===== src/rtl/adma_walk_pkg.sv =====
package adma_walk_pkg;
  localparam int WORD_W   = 32;
  localparam int BIT_VLD  = 0;
  localparam int BIT_LAST = 1;
  localparam int BIT_INT  = 2;
  localparam int ACT_LSB  = 4;
  localparam int LEN_LSB  = 16;

  typedef enum logic [1:0] {
    ACT_SKIP = 2'd0,
    ACT_RSVD = 2'd1,
    ACT_MOVE = 2'd2,
    ACT_JUMP = 2'd3
  } act_e;

  typedef enum logic [1:0] {
    W_IDLE,
    W_FETCH,
    W_MOVE
  } walk_st_e;
endpackage


===== src/rtl/adma_desc_fetch.sv =====
module adma_desc_fetch #(
  parameter int ADDR_W = 32
) (
  input  logic                              clk,
  input  logic                              rst,
  input  logic                              go,
  input  logic [ADDR_W-1:0]                 ptr,
  output logic                              rd_req,
  output logic [ADDR_W-1:0]                 rd_addr,
  input  logic                              rd_ack,
  input  logic [adma_walk_pkg::WORD_W-1:0]  rd_data,
  output logic                              done,
  output logic [adma_walk_pkg::WORD_W-1:0]  attr_q,
  output logic [adma_walk_pkg::WORD_W-1:0]  addr_q
);
  localparam logic [ADDR_W-1:0] WORD_STEP = ADDR_W'(adma_walk_pkg::WORD_W / 8);

  typedef enum logic [1:0] {F_IDLE, F_ATTR, F_ADDR} f_st_e;
  f_st_e st;

  always_ff @(posedge clk) begin
    if (rst) begin
      st      <= F_IDLE;
      rd_req  <= 1'b0;
      rd_addr <= '0;
      done    <= 1'b0;
      attr_q  <= '0;
      addr_q  <= '0;
    end else begin
      done <= 1'b0;
      case (st)
        F_IDLE: if (go) begin
          rd_req  <= 1'b1;
          rd_addr <= ptr;
          st      <= F_ATTR;
        end
        F_ATTR: if (rd_ack) begin
          attr_q  <= rd_data;
          rd_addr <= rd_addr + WORD_STEP;
          st      <= F_ADDR;
        end
        F_ADDR: if (rd_ack) begin
          addr_q <= rd_data;
          rd_req <= 1'b0;
          done   <= 1'b1;
          st     <= F_IDLE;
        end
        default: st <= F_IDLE;
      endcase
    end
  end


  rd_hold_chk: assert property (@(posedge clk) disable iff (rst)
    (rd_req && !rd_ack) |=> (rd_req && $stable(rd_addr)));


  rd_step_chk: assert property (@(posedge clk) disable iff (rst)
    (rd_req && rd_ack && !done && $past(go)) |=> (rd_req && rd_addr == $past(rd_addr) + WORD_STEP));
endmodule


===== src/rtl/adma_desc_decode.sv =====
module adma_desc_decode #(
  parameter int LEN_W = 16
) (
  input  logic [adma_walk_pkg::WORD_W-1:0] attr,
  output logic                             ok,
  output logic                             last,
  output logic                             intr,
  output adma_walk_pkg::act_e              act,
  output logic [LEN_W:0]                   len
);
  import adma_walk_pkg::*;

  localparam int RSV_LO = ACT_LSB + 2;
  localparam int RSV_W  = LEN_LSB - RSV_LO;

  logic [LEN_W-1:0] len_f;
  logic             rsvd;

  always_comb begin
    len_f = attr[LEN_LSB +: LEN_W];
    rsvd  = (|attr[RSV_LO +: RSV_W]) | attr[BIT_INT + 1];
    ok    = attr[BIT_VLD] && !rsvd;
    last  = attr[BIT_LAST];
    intr  = attr[BIT_INT];
    act   = act_e'(attr[ACT_LSB +: 2]);
    len   = (len_f == '0) ? {1'b1, {LEN_W{1'b0}}} : {1'b0, len_f};
  end
endmodule


===== src/rtl/adma_walk.sv =====
module adma_walk #(
  parameter int ADDR_W = 32,
  parameter int LEN_W  = 16
) (
  input  logic                              clk,
  input  logic                              rst,
  input  logic                              start,
  input  logic [ADDR_W-1:0]                 base_addr,
  output logic                              rd_req,
  output logic [ADDR_W-1:0]                 rd_addr,
  input  logic                              rd_ack,
  input  logic [adma_walk_pkg::WORD_W-1:0]  rd_data,
  output logic                              mv_valid,
  output logic [ADDR_W-1:0]                 mv_addr,
  output logic [LEN_W:0]                    mv_len,
  input  logic                              mv_done,
  output logic                              busy,
  output logic                              irq_pulse,
  output logic                              err_pulse
);
  import adma_walk_pkg::*;

  localparam logic [ADDR_W-1:0] DESC_STEP = ADDR_W'(2 * WORD_W / 8);

  walk_st_e            st;
  logic [ADDR_W-1:0]   ptr;
  logic                fetch_go;
  logic                f_done;
  logic [WORD_W-1:0]   attr_q;
  logic [WORD_W-1:0]   addr_q;
  logic                d_ok, d_last, d_intr;
  act_e                d_act;
  logic [LEN_W:0]      d_len;
  logic                cur_last, cur_intr;

  adma_desc_fetch #(.ADDR_W(ADDR_W)) u_fetch (
    .clk     (clk),
    .rst     (rst),
    .go      (fetch_go),
    .ptr     (ptr),
    .rd_req  (rd_req),
    .rd_addr (rd_addr),
    .rd_ack  (rd_ack),
    .rd_data (rd_data),
    .done    (f_done),
    .attr_q  (attr_q),
    .addr_q  (addr_q)
  );

  adma_desc_decode #(.LEN_W(LEN_W)) u_dec (
    .attr (attr_q),
    .ok   (d_ok),
    .last (d_last),
    .intr (d_intr),
    .act  (d_act),
    .len  (d_len)
  );

  always_ff @(posedge clk) begin
    if (rst) begin
      st        <= W_IDLE;
      ptr       <= '0;
      fetch_go  <= 1'b0;
      busy      <= 1'b0;
      mv_valid  <= 1'b0;
      mv_addr   <= '0;
      mv_len    <= '0;
      irq_pulse <= 1'b0;
      err_pulse <= 1'b0;
      cur_last  <= 1'b0;
      cur_intr  <= 1'b0;
    end else begin
      fetch_go  <= 1'b0;
      irq_pulse <= 1'b0;
      err_pulse <= 1'b0;
      case (st)
        W_IDLE: if (start) begin
          ptr      <= base_addr;
          busy     <= 1'b1;
          fetch_go <= 1'b1;
          st       <= W_FETCH;
        end
        W_FETCH: if (f_done) begin
          if (!d_ok) begin
            err_pulse <= 1'b1;
            busy      <= 1'b0;
            st        <= W_IDLE;
          end else if (d_act == ACT_MOVE) begin
            mv_valid <= 1'b1;
            mv_addr  <= addr_q[ADDR_W-1:0];
            mv_len   <= d_len;
            cur_last <= d_last;
            cur_intr <= d_intr;
            st       <= W_MOVE;
          end else begin
            irq_pulse <= d_intr;
            ptr       <= (d_act == ACT_JUMP) ? addr_q[ADDR_W-1:0] : ptr + DESC_STEP;
            if (d_last) begin
              busy <= 1'b0;
              st   <= W_IDLE;
            end else begin
              fetch_go <= 1'b1;
            end
          end
        end
        W_MOVE: if (mv_done) begin
          mv_valid  <= 1'b0;
          irq_pulse <= cur_intr;
          ptr       <= ptr + DESC_STEP;
          if (cur_last) begin
            busy <= 1'b0;
            st   <= W_IDLE;
          end else begin
            fetch_go <= 1'b1;
            st       <= W_FETCH;
          end
        end
        default: st <= W_IDLE;
      endcase
    end
  end


  no_read_in_move_chk: assert property (@(posedge clk) disable iff (rst)
    mv_valid |-> !rd_req);


  move_hold_chk: assert property (@(posedge clk) disable iff (rst)
    (mv_valid && !mv_done) |=> (mv_valid && $stable(mv_addr) && $stable(mv_len)));


  err_stops_chk: assert property (@(posedge clk) disable iff (rst)
    err_pulse |-> (!busy && !mv_valid && !irq_pulse));


  idle_quiet_chk: assert property (@(posedge clk) disable iff (rst)
    !busy |-> (!rd_req && !mv_valid));


  start_ignored_chk: assert property (@(posedge clk) disable iff (rst)
    ($past(busy) && busy && start) |=> (ptr == $past(ptr) || $past(f_done) || $past(mv_done)));
endmodule


===== config.mk =====
export PLATFORM = sky130hd
export DESIGN_NAME = adma_walk
export DESIGN_NICKNAME = d
export VERILOG_FILES = /design/src/rtl/adma_walk_pkg.sv /design/src/rtl/adma_desc_fetch.sv /design/src/rtl/adma_desc_decode.sv /design/src/rtl/adma_walk.sv
export SDC_FILE = /design/constraint.sdc
export NUM_CORES = 1
export LEC_CHECK = 0
export ABC_AREA = 1
export BUFFER_PORTS_ARGS = -buffer_cell sky130_fd_sc_hd__clkbuf_2
export CORE_MARGIN = 5
export CORE_UTILIZATION = 48
export CTS_BUF_LIST = sky130_fd_sc_hd__clkbuf_4 sky130_fd_sc_hd__clkbuf_8
export DETAILED_ROUTE_END_ITERATION = 10
export PLACE_DENSITY = 0.78
export SYNTH_ARGS = -nofsm -noshare
export SYNTH_HDL_FRONTEND = slang
export SYNTH_SLANG_ARGS = --single-unit

===== constraint.sdc =====
create_clock -name clk -period 4 [get_ports clk]
set_clock_uncertainty 0.05 [all_clocks]
set_input_delay 0.8 -clock clk [delete_from_list [all_inputs] [get_ports clk]]
set_output_delay 0.8 -clock clk [all_outputs]
set_load 0.01 [all_outputs]

==> results.md <==
- Fillers: slightly below 2,000
- Sequential Power Share: roughly half
- Highest clock rate: approximately 370 MHz
- Io pins: around 160
- Hold Fails Final Rpt: 0
- Post-synth EDFFs: 0
- CTS root buffer: clkbuf_8
- Starting density of the core: 49.1%
- Mapped Area: 9620 sq um
- RSZ-0062 raised after global routing: no
- Power Density: around 390 nW/um^2
- Sequential-to-total area share from yosys stat: between 30% and 40%
- Max stage delay on crit path: approximately 0.52 ns
- Peak supply drop: approximately 210 uV
- CTS sink cnt: 190
- Worst Hold End: u_fetch.rd_addr[0]
- Via Count: approximately 9,900
- Worst path cell trace: inv_1, ha_1, inv_2, o22ai_1, nor2_1, nand2_1, inv_2, nand2_2, inv_2, nand3_1, o21ai_0, nor2_1
- Reg-to-Reg End: ptr[6]
- Distinct cells, synth: 44
- Slew headroom: 29.1%
- Internal power: 2730 uW
- Top cell by count, worst path: inv_2
- Vias per cell: between 5 and 6
- Post-CTS setup buffer count: 0
- Max_cap viols: 0
- Core Util, Final: between 50 and 60%
- Initial antenna violation count: 1
- Syn avg cell area: ~6.6 sq um
- Non-filler cells in the finished layout: 1,856
- CP arrival: 3.00 ns
- Final Max Slew Viols: 0
- Num CTS Buffers: 17
- Logic pwr share: approximately 18%
- Core Box Area: 19,600 sq um
- Post-DRT Antenna Nets: 0
- Sw power: between 1000 and 1500 uW
- Status: completed
- Final setup TNS: 0 ns
- Minimum clock period: between 2 and 3 ns
- Total die area: ~23,000 sq um
- Worst hold path startpoint: ptr[0]
- Port buffer count: about 150
- Post-synthesis cell count: 1,464
- Primary FF master, synth: dfxtp_1
- Clock transition at the registers of the reported paths: around 0.11 ns
- Final #Nets: ~1,700
- Worst Tran Pin Value: 1.06 ns
- Die H: approximately 150 microns
- Most frequent cells in the layout: 374 x nand2_1, 190 x dfxtp_1, 176 x nor2_1, 173 x a21oi_1, 153 x clkbuf_2
- Setup-failing EPs final: 0
- TritonCTS clock tree: built
- Share of post-route cells with drive strength above 1: around 16%
- Post-CTS Hold Buffers: 0
- Htree depth: 4
- WHS Path Cells: 2
- Gr ovfl total: 0
- Die width: ~150 microns
- Setup slack, reg-to-reg: 1.28 ns
- DRC violations left: 0
- Cts repair resizes: 0
- Clk buf depth: 2
- Fin crit share: a little under 70%
- Layout area overhead: 12.7%
- GRT Total Usage: 25.3%
- Gpl congestion: between 0.9 and 1
- Placed cell count: 1,822
- Mapped Nets: 1,539
- Drt wl/cell: 15.6 microns
- Worst path required time: between 4 and 5 ns
- 1st-pass router iterations: 6
- Reg2reg start: st[1]
- Site Rows: 51
- Switching share of power: approximately a third
- Vias in the first global route: 9,298
- WS Path Type: reg -> reg
- First-pass GRT wire length: between 40 and 50 mm
- Post-DP HPWL: about 21 mm
- Clock latency at the later pin of the worst-skew pair: 0.48 ns
- Startpoint Class: flip-flop
- Leakage power: between 0.004 and 0.005 uW
- Largest net degree at the start of global routing: 96
- Crit end category: flip-flop
- Tot Pwr: 4180 uW
- Async set-reset flop share out of synthesis: 0%
- Clock share of power: between 30% and 40%
- Final Routed Wirelength: between 20 and 30 mm
- Commonest non-fill, non-tap cell in the layout: nand2_1
- Worst hold path type: reg -> reg
- Worst r2r path cells: 12
- Synth warnings: 0
- Initial DRC count: 779
- CP Max Fanout: a little under 50
- Yosys reg bits: 190
- Slowest CP cell: nand2_2
==> stage by stage <==
stage / cell area, sq um / setup WS, ns / hold slack, ns
after CTS: 10800 / 1.35 / 0.413
after floorplan: 9620 / 2.16 / 0.380
after global placement: 10400 / 1.35 / 0.393
after global routing: 10800 / 1.07 / 0.437
after detailed placement: 10400 / 1.32 / 0.398
final: 10800 / 1.28 / 0.414
==> layout make-up <==
class	instances	area, sq um	share of cell area (%)
Antenna cell	2	5.00	0.0462
Clock buffer	17	234	2.16
Clock inverter	15	169	1.56
Inverter	143	539	4.97
Multi-Input combinational cell	1060	4910	45.3
Sequential cell	190	3800	35.1
Tap cell	265	332	3.06
Timing Repair Buffer	164	846	7.80
==> power by group through the flow <==
stage	logic (uW)	clock network (uW)	registers [uW]
after floorplan	536	0	2140
after global placement	716	0	2170
after detailed placement	729	0	2170
after CTS	734	1310	2130
after global routing	843	1400	2150
final	743	1300	2140
==> worst max path at each step <==
stage                  from  slack [ns]           to
floorplan               rst        2.16  mv_addr[29]
global placement    mv_done        1.35       ptr[6]
detailed placement  mv_done        1.32       ptr[6]
CTS                   st[1]        1.35       ptr[6]
global route          st[1]        1.07       ptr[6]
finish                st[1]        1.28       ptr[6]
==> layer usage <==
| layer | GRT usage (%) | vias up | routed length (microns) |
|---|---|---|---|
| met5 | 0 | - | 0 |
| met4 | 8.54 | 0 | 601 |
| met3 | 4.28 | 41 | 2150 |
| met2 | 40.7 | 385 | 13300 |
| met1 | 34.6 | 4561 | 13000 |
| li1 | - | 4954 | - |
==> Yosys cell counts, types with 3 or more instances <==
cell type	number	area share, %
nand2_1	374	15
dfxtp_1	190	40
nor2_1	176	6.9
a21oi_1	173	9.0
inv_1	134	5.2
o21ai_0	134	7.0
nand3_1	56	2.9
clkbuf_1	48	1.9
nor2_2	33	2.1
nand4_1	18	1.2
nor3_1	17	0.88
buf_6	11	1.3
nand3b_1	11	0.86
buf_2	9	0.47
inv_2	7	0.27
or2_2	7	0.46
ha_1	6	0.78
nor2_4	6	0.70
a22oi_1	5	0.39
nand2_2	5	0.33
nor4_1	4	0.26
o211ai_1	4	0.31
o21ai_1	4	0.21
and2_1	3	0.20
o22ai_1	3	0.20
xor2_1	3	0.27
==> cell families (layout without fill, tap and decap cells) <==
logic type	count (synthesis)	count (layout)	share of synthesized area, %
AO/OA/AOI/OAI	336	336	18.2
XOR/XNOR	4	4	0.364
AND/OR/NAND/NOR	714	714	31.7
buffers and inverters	214	339	9.42
adder cells (fa/ha/maj)	6	6	0.781
flip-flops	190	190	39.5
other	0	2	0
==> worst max-delay path: cells and delay by family (launching register included) <==
family                   cells  cell delay, ns
buffers and inverters        4            0.74
flip-flops                   1            0.40
AND/OR/NAND/NOR              5            0.96
AO/OA/AOI/OAI                2            0.18
adder cells (fa/ha/maj)      1            0.25
==> flip-flops by register name, indices dropped and copies added (netlist names) <==
register,flops
err_pulse,1
irq_pulse,1
cur_last,1
u_fetch.st,2
u_fetch.attr_q,32
u_fetch.addr_q,32
u_fetch.done,1
fetch_go,1
st,2
u_fetch.rd_addr,32
cur_intr,1
busy,1
mv_valid,1
ptr,32
u_fetch.rd_req,1
mv_addr,32
mv_len,17
Note: power is estimated with default switching activity, not from simulation.
